File: src/rtl/sdiv_pkg.sv
package sdiv_pkg;
  typedef enum logic [1:0] {
    ST_IDLE = 2'd0,
    ST_RUN  = 2'd1,
    ST_FIX  = 2'd2
  } dstate_e;
endpackage

File: src/rtl/div_prep.sv
// Operand conditioning: substitute a divisor of one for the zero and
// signed-overflow cases, then take magnitudes and note the result sign.
module div_prep #(
  parameter int W = 32
) (
  input  logic         is_signed,
  input  logic [W-1:0] num,
  input  logic [W-1:0] den,
  output logic [W-1:0] mag_num,
  output logic [W-1:0] mag_den,
  output logic         neg
);
  localparam logic [W-1:0] MOST_NEG = {1'b1, {(W-1){1'b0}}};
  localparam logic [W-1:0] ALL_ONES = {W{1'b1}};
  localparam logic [W-1:0] ONE      = {{(W-1){1'b0}}, 1'b1};

  logic         den_zero, sgn_ovf, num_neg, den_neg;
  logic [W-1:0] den_eff;

  always_comb begin
    den_zero = (den == '0);
    sgn_ovf  = is_signed && (num == MOST_NEG) && (den == ALL_ONES);
    den_eff  = (den_zero || sgn_ovf) ? ONE : den;
    num_neg  = is_signed & num[W-1];
    den_neg  = is_signed & den_eff[W-1];
    mag_num  = num_neg ? (~num + ONE) : num;
    mag_den  = den_neg ? (~den_eff + ONE) : den_eff;
    neg      = num_neg ^ den_neg;
  end
endmodule

File: src/rtl/div_ctrl.sv
// Sequencer: idle, W iteration cycles, one sign-fix cycle.
module div_ctrl
  import sdiv_pkg::*;
#(
  parameter int W = 32
) (
  input  logic clk,
  input  logic rst,
  input  logic start,
  output logic load,
  output logic step,
  output logic finish,
  output logic busy
);
  localparam int CW = (W > 1) ? $clog2(W) : 1;
  localparam logic [CW-1:0] LAST = CW'(W - 1);

  dstate_e       state;
  logic [CW-1:0] cnt;

  assign load   = start && (state == ST_IDLE);
  assign step   = (state == ST_RUN);
  assign finish = (state == ST_FIX);

  always_ff @(posedge clk) begin
    if (rst) begin
      state <= ST_IDLE;
      cnt   <= '0;
      busy  <= 1'b0;
    end else begin
      case (state)
        ST_IDLE: if (start) begin
          state <= ST_RUN;
          cnt   <= '0;
          busy  <= 1'b1;
        end
        ST_RUN: begin
          cnt <= cnt + 1'b1;
          if (cnt == LAST) state <= ST_FIX;
        end
        ST_FIX: begin
          state <= ST_IDLE;
          busy  <= 1'b0;
        end
        default: state <= ST_IDLE;
      endcase
    end
  end
endmodule

File: src/rtl/div_datapath.sv
// Restoring shift-subtract datapath, one quotient bit per step.
module div_datapath #(
  parameter int W = 32
) (
  input  logic         clk,
  input  logic         rst,
  input  logic         load,
  input  logic         step,
  input  logic [W-1:0] mag_num,
  input  logic [W-1:0] mag_den,
  input  logic         neg_in,
  output logic [W-1:0] qbits,
  output logic         neg_q
);
  logic [W-1:0] rem, dvs;
  logic [W+1:0] shifted, diff;
  logic         fits;

  always_comb begin
    shifted = {1'b0, rem, qbits[W-1]};
    diff    = shifted - {2'b00, dvs};
    fits    = ~diff[W+1];
  end

  always_ff @(posedge clk) begin
    if (rst) begin
      rem   <= '0;
      qbits <= '0;
      dvs   <= '0;
      neg_q <= 1'b0;
    end else if (load) begin
      rem   <= '0;
      qbits <= mag_num;
      dvs   <= mag_den;
      neg_q <= neg_in;
    end else if (step) begin
      rem   <= fits ? diff[W-1:0] : shifted[W-1:0];
      qbits <= {qbits[W-2:0], fits};
    end
  end
endmodule

File: src/rtl/seq_divider.sv
module seq_divider #(
  parameter int W = 32
) (
  input  logic         clk,
  input  logic         rst,
  input  logic         start,
  input  logic         is_signed,
  input  logic [W-1:0] dividend,
  input  logic [W-1:0] divisor,
  output logic         busy,
  output logic         done,
  output logic [W-1:0] quotient
);
  logic         load, step, finish, neg_in, neg_q;
  logic [W-1:0] mag_num, mag_den, qbits;

  div_prep #(.W(W)) u_prep (
    .is_signed (is_signed),
    .num       (dividend),
    .den       (divisor),
    .mag_num   (mag_num),
    .mag_den   (mag_den),
    .neg       (neg_in)
  );

  div_ctrl #(.W(W)) u_ctrl (
    .clk    (clk),
    .rst    (rst),
    .start  (start),
    .load   (load),
    .step   (step),
    .finish (finish),
    .busy   (busy)
  );

  div_datapath #(.W(W)) u_dp (
    .clk     (clk),
    .rst     (rst),
    .load    (load),
    .step    (step),
    .mag_num (mag_num),
    .mag_den (mag_den),
    .neg_in  (neg_in),
    .qbits   (qbits),
    .neg_q   (neg_q)
  );

  always_ff @(posedge clk) begin
    if (rst) begin
      quotient <= '0;
      done     <= 1'b0;
    end else begin
      done <= finish;
      if (finish) quotient <= neg_q ? (~qbits + 1'b1) : qbits;
    end
  end
endmodule

File: config.mk
export PLATFORM = sky130hd
export DESIGN_NAME = seq_divider
export DESIGN_NICKNAME = d
export VERILOG_FILES = /design/src/rtl/sdiv_pkg.sv /design/src/rtl/div_prep.sv /design/src/rtl/div_ctrl.sv /design/src/rtl/div_datapath.sv /design/src/rtl/seq_divider.sv
export SDC_FILE = /design/constraint.sdc
export NUM_CORES = 1
export LEC_CHECK = 0
export ABC_AREA = 1
export BUFFER_PORTS_ARGS = -buffer_cell sky130_fd_sc_hd__buf_4
export CAP_MARGIN = 20
export CORE_MARGIN = 2
export CORE_UTILIZATION = 55
export DETAILED_ROUTE_END_ITERATION = 16
export HOLD_SLACK_MARGIN = 0.03
export PLACE_DENSITY = 0.78
export SLEW_MARGIN = 25
export SYNTH_ARGS = -nofsm -noshare
export SYNTH_HDL_FRONTEND = slang
export SYNTH_SLANG_ARGS = --single-unit
File: constraint.sdc
create_clock -name clk -period 2.8 [get_ports clk]
set_clock_uncertainty 0.1 [all_clocks]
set_input_delay 0.7 -clock clk [delete_from_list [all_inputs] [get_ports clk]]
set_output_delay 0.7 -clock clk [all_outputs]
set_load 0.005 [all_outputs]
# After elaboration in Yosys (flattened, before gate mapping)
# Index checks and enable logic that the tools add are counted.
[totals] register_bits=138 output_inout_bits=34
[op_classes] n_addsub=5 n_eq_ne=7 n_mux=14 n_bitwise=7 reduce_logical=13
[op_table] operator="$mux W32" count=7
[op_table] operator="$add A32 B1 Y32 const B" count=3
[op_table] operator="$not A32 Y32" count=3
[op_table] operator="$eq A32 B32 Y1 const B" count=2
[op_table] operator="$sub A33 B32 Y34" count=1
[op_table] operator="$logic_not A32 Y1" count=1
[op_table] operator="$pmux W5 S2" count=1
[op_table] operator="$reduce_and A2 Y1" count=3
[op_table] operator="$reduce_bool A2 Y1" count=3
[op_table] operator="$add A5 B1 Y5 const B" count=1
[op_table] operator="$eq A5 B5 Y1 const B" count=1
[op_table] operator="$mux W5" count=1
[op_table] operator="$mux W2" count=2
[op_table] operator="$pmux W2 S2" count=1
[op_table] operator="$logic_and A1 B1 Y1" count=3
[op_table] operator="$and A1 B1 Y1" count=2
[op_table] operator="$eq A2 B1 Y1 const B" count=1
[op_table] operator="$eq A2 B2 Y1 const B" count=1
[op_table] operator="$logic_not A2 Y1" count=1
[op_table] operator="$ne A2 B1 Y1 const B" count=1
[op_table] operator="$ne A2 B2 Y1 const B" count=1
[op_table] operator="$pmux W1 S2" count=1
[op_table] operator="$reduce_or A2 Y1" count=1
[op_table] operator="$logic_or A1 B1 Y1" count=1
[op_table] operator="3 further kinds" count=3

# Logic depth before layout (Yosys ltp)
# Gate-level depths: netlist of the first run.
[depth] ltp_word=8 ltp_mapped=20 mapped_depth_nobuf=19

# Modules after synthesis
# From an unflattened synthesis of the first run, not the netlist that was laid out.
[unflattened] cells_unflattened=1951 area_unflattened_um2=11563.6
[modules_own_cells] mod="div_datapath" n_inst=1 cells_each=1078 area_per_inst_um2=6686.4 seq_area_each_um2=1941.9
[modules_own_cells] mod="div_prep" n_inst=1 cells_each=486 area_per_inst_um2=2408.6 seq_area_each_um2=0.0
[modules_own_cells] mod="seq_divider" n_inst=1 cells_each=339 area_per_inst_um2=2099.5 seq_area_each_um2=660.6
[modules_own_cells] mod="div_ctrl" n_inst=1 cells_each=48 area_per_inst_um2=369.1 seq_area_each_um2=160.2

# Worst setup path before layout of the first run
# No wires, ideal clock.
[synth_path] kind="input port to flip-flop" startpoint="input dividend[1]" endpoint="register u_dp.dvs[22]" setup_ns=0.113 arrival_ns=2.796 t_required_ns=2.587 setup_slack_ns=-0.209 path_stages=19 path_buffers=1 cell_sequence="inv_1 -> ha_1 -> inv_1 -> nor2_1 -> nand4_4 -> nor2_4 -> nand3_4 -> nand2_4 -> inv_4 -> buf_6 -> nand2_1 -> ha_1 -> nand3_1 -> nand2_1 -> nand3_1 -> nor2_2 -> nand3b_1 -> nand3_1 -> nand2_1"
[synth_via] elab_chain_len=8 word_cells_on_any_way=9
[synth_lines] item="start: declaration" line="seq_divider.sv:8" text="input logic [W-1:0] dividend,"
[synth_lines] item="$eq A32 B32 Y1 *" line="div_prep.sv:22" text="sgn_ovf = is_signed && (num == MOST_NEG) && (den == ALL_ONES);"
[synth_lines] item="$logic_and A1 B1 Y1 * (2 in series)" line="div_prep.sv:22"
[synth_lines] item="$logic_or A1 B1 Y1 *" line="div_prep.sv:23" text="den_eff = (den_zero || sgn_ovf) ? ONE : den;"
[synth_lines] item="$mux W32 *" line="div_prep.sv:23"
[synth_lines] item="$not A32 Y32" line="div_prep.sv:27" text="mag_den = den_neg ? (~den_eff + ONE) : den_eff;"
[synth_lines] item="$add A32 B1 Y32" line="div_prep.sv:27"
[synth_lines] item="$mux W32 *" line="div_prep.sv:27"
[synth_lines] item="end signal: assignment" line="div_datapath.sv:34" text="dvs <= mag_den;"
[synth_lines] item="end: declaration" line="div_datapath.sv:15" text="logic [W-1:0] rem, dvs;"
# Mark *: on every way between the ends. The rest lies on a longest branch, timed or not.
# A chain may end at the register's enable or synchronous reset.

# Final worst setup path of the first run
[layout_path] startpoint="register u_dp.qbits[0]" endpoint="register quotient[30]"
[layout_via] elab_chain_len=3
[layout_lines] item="start: declaration" line="div_datapath.sv:12" text="output logic [W-1:0] qbits,"
[layout_lines] item="start signal: assignment" line="div_datapath.sv:33" text="qbits <= mag_num;"
[layout_lines] item="start signal: assignment" line="div_datapath.sv:38" text="qbits <= {qbits[W-2:0], fits};"
[layout_lines] item="$not A32 Y32" line="seq_divider.sv:54" text="if (finish) quotient <= neg_q ? (~qbits + 1'b1) : qbits;"
[layout_lines] item="$add A32 B1 Y32" line="seq_divider.sv:54"
[layout_lines] item="$mux W32" line="seq_divider.sv:54"
[layout_lines] item="end signal: assignment" line="seq_divider.sv:54"
[layout_lines] item="end: declaration" line="seq_divider.sv:12" text="output logic [W-1:0] quotient"
# No other way between the ends.

==> results.py, run 1 <==
metrics = {
    "global_route": {
        "grt_max_degree": 59,
        "grt_usage_pct": 32.5,
        "grt_overflow_total": 0,
        "grt_pass1_vias": 10829,
        "antenna_found_initial": 0,
        "grt_pass1_wl_um": 52000,
    },
    "sta": {
        "slew_viol_final": 0,
        "min_period_over_period_pct": 94.2,
        "slew_headroom_pct": 34.0,
        "fmax_mhz": 379,
        "worst_slew_pin_slew_ns": 0.990,
        "rsz0062_at_grt": "true",
        "finalSetupTns_ns": 0,
        "finalHoldViolCount": 0,
        "period_needed_ns": 2.64,
        "setup_viol": 0,
    },
    "pwr": {
        "power.density_mw_per_mm2": 543,
        "power_mw": 6.98,
        "p_leak_nw": 5.99,
        "peakVddDrop_v": 0.000620,
    },
    "synth": {
        "synthXorXnorAreaFrac_pct": 4.54,
        "avgSynthCellArea_um2": 6.25,
        "yosys.area.top_type": "dfxtp_1",
        "synth_top_area_share_pct": 27.0,
        "synth_nets": 1742,
        "muxShareOfSynthArea_pct": 0,
        "synth-simple-area-share_pct": 31.9,
        "syn_inst": 1636,
        "synth_area_mm2": 0.0102,
        "synthTopCellsByArea": "dfxtp_1 (27%), nand2_1 (15%), a21oi_1 (8.1%)",
        "synthAdderAreaFrac_pct": 4.73,
        "synth_seq_cells": 138,
        "synth.distinct_cells": 59,
        "yosysSeqAreaShare_pct": 27.0,
        "synth_top_family_by_area": "simple AND/OR/NAND/NOR gates",
        "synth_compound_area_share_pct": 21.6,
        "yosysWarnings": 0,
    },
    "clock_tree": {
        "cts_tree": "built",
        "numCtsBuffers": 17,
        "clk_latency_ns": 0.42,
        "ctsHoldBuffers": 0,
        "cts_sinks": 138,
        "htree_levels": 4,
        "cts-root-buf": "clkbuf_16",
        "clkTransAtPathRegs_ns": 0.07,
        "clk_path_buf_depth": 2,
    },
    "setup_path": {
        "path_delay_family": "simple AND/OR/NAND/NOR gates",
        "path_cells": "inv_1 -> ha_1 -> nand3_1 -> nor3_2 -> nand3_2 -> nor3_4 -> nand2_1 -> nand2_1 -> nand2_1 -> nor2_2 -> nand2_1 -> or2_0 -> a22oi_1 -> inv_1",
        "startpoint_type": "flop",
        "path_max_fanout": 4,
        "ff2ff_setup_slack_ns": 0.16,
        "crit_top_cell": "nand2_1",
        "slowest_delay_ns": 0.33,
        "worstPathArrival_ns": 2.86,
        "crit_path_end_kind": "flop",
        "path_class": "reg -> reg",
        "crit_slowest_cell": "dfxtp_1",
        "required_ns": 3.02,
        "path_buf_inv": 2,
    },
    "final_layout": {
        "final_layout_size_suffix_gt1_share_pct": 18.8,
        "fill_cells": 1587,
        "diodes": 0,
        "finish.instance_area_mm2": 0.0129,
        "fin_nets": 1946,
        "area_growth_pct": 25.8,
    },
    "routing": {
        "wire_per_inst_um": 15.1,
        "viasPerCell": 5.52,
        "firstDrtPassIters": 6,
        "ant_nets": 0,
        "drc_errors": 0,
        "initialDrtViolationCount": 1069,
        "drt-total-wl_um": 31400,
        "vias": 11497,
    },
    "die": {
        "initial_core_util_pct": 56.5,
        "die_h_um": 140,
        "rows": 49,
        "core-area_mm2": 0.0181,
        "ios": 102,
        "dieArea_mm2": 0.0197,
        "die_w_um": 140,
    },
    "placement": {
        "io_buffers": 101,
        "dp_hpwl_um": 24400,
        "gp_congestion": 0.979,
        "postPlaceCellArea_mm2": 0.0122,
    },
    "flow_run": {
        "maxCapViolCount": 0,
    },
    "run_status": {
        "status": "completed",
    },
    "hold_path": {
        "hold_path_class": "reg -> reg",
    },
}
## worst reg2reg max path, stage by stage, from the launching register on
cell	delay (ns)
dfxtp_1	0.33
inv_1	0.13
ha_1	0.18
nand3_1	0.13
nor3_2	0.23
nand3_2	0.17
nor3_4	0.23
nand2_1	0.11
nand2_1	0.10
nand2_1	0.14
nor2_2	0.15
nand2_1	0.08
or2_0	0.20
a22oi_1	0.18
inv_1	0.06
## flip-flops by register name (all words and copies together) (netlist names)
register and count:
u_dp.dvs 32, u_dp.neg_q 1, done 1, quotient 32
u_ctrl.state 2, u_ctrl.cnt 5, u_dp.rem 32, u_dp.qbits 32
u_ctrl.busy 1
## layer usage
layer | wire [um] | vias to the layer above | GRT usage, % | part of all wire (%)
li1 | - | 5825 | - | -
met1 | 13400 | 5207 | 40.4 | 43
met2 | 14900 | 396 | 56.7 | 47
met3 | 2060 | 69 | 4.72 | 6.6
met4 | 1060 | 0 | 12.9 | 3.4
met5 | 0 | - | 0 | 0
## synthesized netlist by cell type (all sizes together)
master	instances
buf	17
a32o	3
o41ai	1
nand4	22
o21ai	161
nor4	6
dfxtp	138
xnor2	18
nand2	417
o21bai	6
or2	11
fa	1
o22ai	8
o211ai	21
xor2	35
inv	193
nor2	161
o311ai	1
o31ai	7
nand3	94
a21boi	3
a22oi	4
a221oi	4
o21a	3
clkbuf	45
a21oi	167
a211oi	1
nand3b	10
o221ai	2
a31oi	4
and3	1
ha	37
o2bb2ai	1
nor3	29
clkinv	2
a21o	2
## stage by stage
stage                     util [%]  setup slack (ns)  cells  hold WS, ns
after floorplan                  -            0.0109   1636        0.326
after global placement        67.4            -0.159   2049        0.340
after detailed placement      67.5            -0.190   2049        0.341
after CTS                     70.8            0.0914   2081        0.355
after global routing          71.1           -0.0491   2082        0.375
final                         71.1             0.164   2082        0.351
## logic make-up after synthesis
logic type,Yosys count
adders and majority gates,38
xor gates and xnor gates,53
DFF,138
AOI/OAI and AO/OA,399
and+or+nand+nor,751
buffers and inverters,257
## layout make-up
class	instances	area, um2	share of cell area, %
inverters	195	734	5.71
well taps	229	287	2.23
flip-flops and latches	138	2760	21.5
repair buffers	247	1920	14.9
multi-input cells	1241	6560	51.0
clock buffers	17	425	3.31
clock inverters	15	171	1.33
## cells in the final DEF, fill, tap and decap left out, types with 4 or more instances in the layout
| cell type | n |
|---|---|
| nand2_1 | 406 |
| buf_4 | 241 |
| inv_1 | 187 |
| a21oi_1 | 163 |
| o21ai_0 | 149 |
| nor2_1 | 144 |
| dfxtp_1 | 138 |
| nand3_1 | 87 |
| xor2_1 | 35 |
| ha_1 | 33 |
| nor3_1 | 24 |
| nand4_1 | 20 |
| o211ai_1 | 20 |
| xnor2_1 | 18 |
| clkbuf_16 | 17 |
| nor2_2 | 11 |
| nand3b_1 | 10 |
| o21ai_1 | 9 |
| nand2_2 | 8 |
| o22ai_1 | 8 |
| o31ai_1 | 7 |
| nor2_4 | 6 |
| o21bai_1 | 6 |
| nor4_1 | 6 |
| or2_2 | 6 |
| inv_6 | 6 |
| inv_2 | 5 |
| buf_12 | 5 |
| a21oi_2 | 4 |
| nand3_2 | 4 |
| a31oi_1 | 4 |
| a22oi_1 | 4 |
| a221oi_1 | 4 |
## repair_timing
item | CTS | global route
resized for setup | 0 | 15
buffers inserted | 0 | 1
endpoints found under the setup margin | 0 | 18
## worst paths after layout
kind | startpoint | endpoint | cells past startpoint
setup / recovery | u_dp.qbits[0] | quotient[30] | 14
hold / removal | quotient[13] | quotient[13] | 2
setup reg to reg | u_dp.qbits[0] | quotient[30] | 14
hold reg to reg | quotient[13] | quotient[13] | 2
## report_power, final
group          switching [mW]  internal (mW)  leakage [nW]  total (mW)
Clock                    1.01           1.27         0.283        2.28
Combinational            1.52          0.980          4.58        2.50
Sequential              0.110           2.08          1.13        2.19
Note: power is estimated with default switching activity, not from simulation.
==> run 2, diff against run 1 <==
--- a/config.mk
+++ b/config.mk
@@ -10,8 +10,8 @@
 export CAP_MARGIN = 20
 export CORE_MARGIN = 2
-export CORE_UTILIZATION = 55
+export CORE_UTILIZATION = 49
 export DETAILED_ROUTE_END_ITERATION = 16
 export HOLD_SLACK_MARGIN = 0.03
-export PLACE_DENSITY = 0.78
+export PLACE_DENSITY = 0.71
 export SLEW_MARGIN = 25
 export SYNTH_ARGS = -nofsm -noshare
==> constraint.sdc (replaced) <==
create_clock -name clk -period 2.8 [get_ports clk]
set_clock_uncertainty 0.1 [all_clocks]
set_input_delay 0.7 -clock clk [delete_from_list [all_inputs] [get_ports clk]]
set_output_delay 0.7 -clock clk [all_outputs]
set_load 0.05 [all_outputs]
==> results.py, run 2 (synthesis gave the netlist of run 1 again) <==
metrics = {
    "hold_path": {
        "hold_depth": 2,
        "hold_path_class": "reg -> reg",
        "hold_start": "u_dp.dvs[23]",
        "whs_endpoint": "u_dp.dvs[23]",
    },
    "die": {
        "die_w_um": 148,
        "ios": 102,
        "rows": 52,
        "die_h_um": 148,
        "dieArea_mm2": 0.0220,
        "core-area_mm2": 0.0204,
        "initial_core_util_pct": 50.2,
    },
    "setup_path": {
        "rr_endpoint": "u_dp.rem[30]",
        "worstPathArrival_ns": 2.81,
        "slowest_delay_ns": 0.24,
        "crit_slowest_cell": "nor2_2",
        "path_buf_inv": 4,
        "crit_top_cell": "nand2_1",
        "path_delay_family": "simple AND/OR/NAND/NOR gates",
        "required_ns": 2.99,
        "path_cells": "buf_4 -> nor2_1 -> nand2_1 -> nor2_2 -> nand2_1 -> nor2_2 -> nand3_4 -> nand2_8 -> buf_12 -> a21oi_1 -> inv_1 -> buf_4 -> nand4_2 -> nand2_1 -> nand2_1 -> nand3_1 -> o21ai_0",
        "ff2ff_path_depth": 15,
        "ff2ff_setup_slack_ns": 0.18,
        "path_max_fanout": 23,
        "startpoint_type": "input port",
        "crit_path_end_kind": "flop",
        "path_class": "in -> reg",
        "timing.rr.start": "u_dp.dvs[19]",
    },
    "sta": {
        "rsz0062_at_grt": "false",
        "slew_viol_final": 0,
        "setup_viol": 0,
        "worst_slew_pin_slew_ns": 0.922,
        "slew_headroom_pct": 38.3,
        "min_period_over_period_pct": 93.7,
        "fmax_mhz": 381,
        "period_needed_ns": 2.62,
        "finalHoldViolCount": 0,
    },
    "clock_tree": {
        "numCtsBuffers": 17,
        "cts_tree": "built",
        "clkTransAtPathRegs_ns": 0.06,
        "cts-root-buf": "clkbuf_16",
        "clk_path_buf_depth": 2,
        "cts_sinks": 138,
        "htree_levels": 4,
        "clk_latency_ns": 0.43,
    },
    "run_status": {
        "status": "completed",
    },
    "global_route": {
        "antenna_found_initial": 0,
        "grt_overflow_total": 0,
        "grt_max_degree": 68,
        "grt_usage_pct": 29.4,
        "grt_pass1_wl_um": 52600,
        "grt_pass1_vias": 10842,
    },
    "final_layout": {
        "final_layout_size_suffix_gt1_share_pct": 18.6,
        "finish.instance_area_mm2": 0.0128,
        "mostFrequentLayoutCell": "nand2_1",
        "area_growth_pct": 25.4,
        "final_cell_mix": "nand2_1 (405), buf_4 (237), inv_1 (185), a21oi_1 (165), o21ai_0 (148)",
        "diodes": 0,
        "fin_nets": 1941,
    },
    "placement": {
        "io_buffers": 101,
        "gp_congestion": 0.967,
        "dp_hpwl_um": 24600,
        "postPlaceCellArea_mm2": 0.0122,
    },
    "flow_run": {
        "maxCapViolCount": 0,
    },
    "routing": {
        "initialDrtViolationCount": 798,
        "vias": 11404,
        "wire_per_inst_um": 15.1,
        "drt-total-wl_um": 32000,
        "drc_errors": 0,
        "firstDrtPassIters": 5,
        "viasPerCell": 5.38,
        "ant_nets": 0,
    },
    "pwr": {
        "p_leak_nw": 5.94,
        "power_mw": 6.85,
        "power.density_mw_per_mm2": 534,
        "peakVddDrop_v": 0.000467,
    },
}
==> run 2: cell types whose count changed in the layout (fill, tap and decap cells not counted), moves of 2 or more <==
cell      change
a21oi_1       +2
a21oi_2       -2
buf_4         -4
clkinv_4      +3
clkinv_8      -2
inv_1         -2
inv_2         +2
inv_6         -2
nor2_2        +2
nor2_4        -2
==> run 2: final cells by class <==
class / count / area (um2)
repair buffers: 242 / 1880
clock inverters: 14 / 129
well taps: 270 / 338
multi-input cells: 1241 / 6540
fillers: 1948 / 7540
flip-flops and latches: 138 / 2760
clock buffers: 18 / 429
inverters: 195 / 734
==> run 2: repair_timing <==
item | in CTS | in global routing
setup buffers | 0 | 2
setup endpoints to repair | 0 | 15
hold buffers | 0 | 0
resized for setup | 0 | 16
==> run 2: where the power goes <==
| group | internal, mW | switching (mW) |
|---|---|---|
| logic | 0.960 | 1.54 |
| registers | 2.08 | 0.109 |
| clock network | 1.17 | 0.987 |
==> run 2: per-stage QoR <==
stage | cells | TNS, ns | utilization, % | hold WS, ns | worst slack (ns)
after floorplan | 1636 | 0 | - | 0.326 | 0.0109
after CTS | 2115 | 0 | 62.6 | 0.357 | 0.0861
after global placement | 2083 | -3.73 | 59.8 | 0.339 | -0.206
after global routing | 2118 | 0 | 63.0 | 0.372 | 0.00619
final | 2118 | 0 | 63.0 | 0.356 | 0.178
after detailed placement | 2083 | -5.04 | 59.8 | 0.344 | -0.243
==> run 2: worst register-to-register path, stage by stage, from the launching register on <==
cell	delay (ns)
dfxtp_1	0.38
inv_1	0.10
ha_1	0.36
nand2_1	0.13
nor2_2	0.18
inv_1	0.08
nor2_1	0.13
inv_1	0.07
nor2_1	0.12
nand4_1	0.11
nand3_2	0.15
buf_12	0.20
nand2_1	0.18
nand2_1	0.10
nand2_1	0.05
a21oi_1	0.12
==> run 2: how the worst max path moves through the flow <==
stage                   start      endpoint  slack (ns)  cells after the start
5_1_grt          dividend[27]  u_dp.dvs[24]       0.006                     19
2_1_floorplan     dividend[1]  u_dp.dvs[20]        0.01                     19
3_5_place_dp     dividend[23]  u_dp.dvs[19]       -0.24                     17
3_3_place_gp     dividend[27]  u_dp.dvs[28]       -0.21                     19
6_report         dividend[23]  u_dp.dvs[21]        0.18                     17
4_1_cts        u_dp.qbits[31]  u_dp.rem[22]        0.09                     14
==> run 2: per-layer routing <==
layer / vias to the layer above / GRT usage [%] / routed length (um)
met5: - / 0 / 0
met4: 0 / 12.6 / 1090
met3: 73 / 3.71 / 2040
met2: 397 / 49.9 / 15000
met1: 5134 / 37.8 / 13900
li1: 5800 / - / -
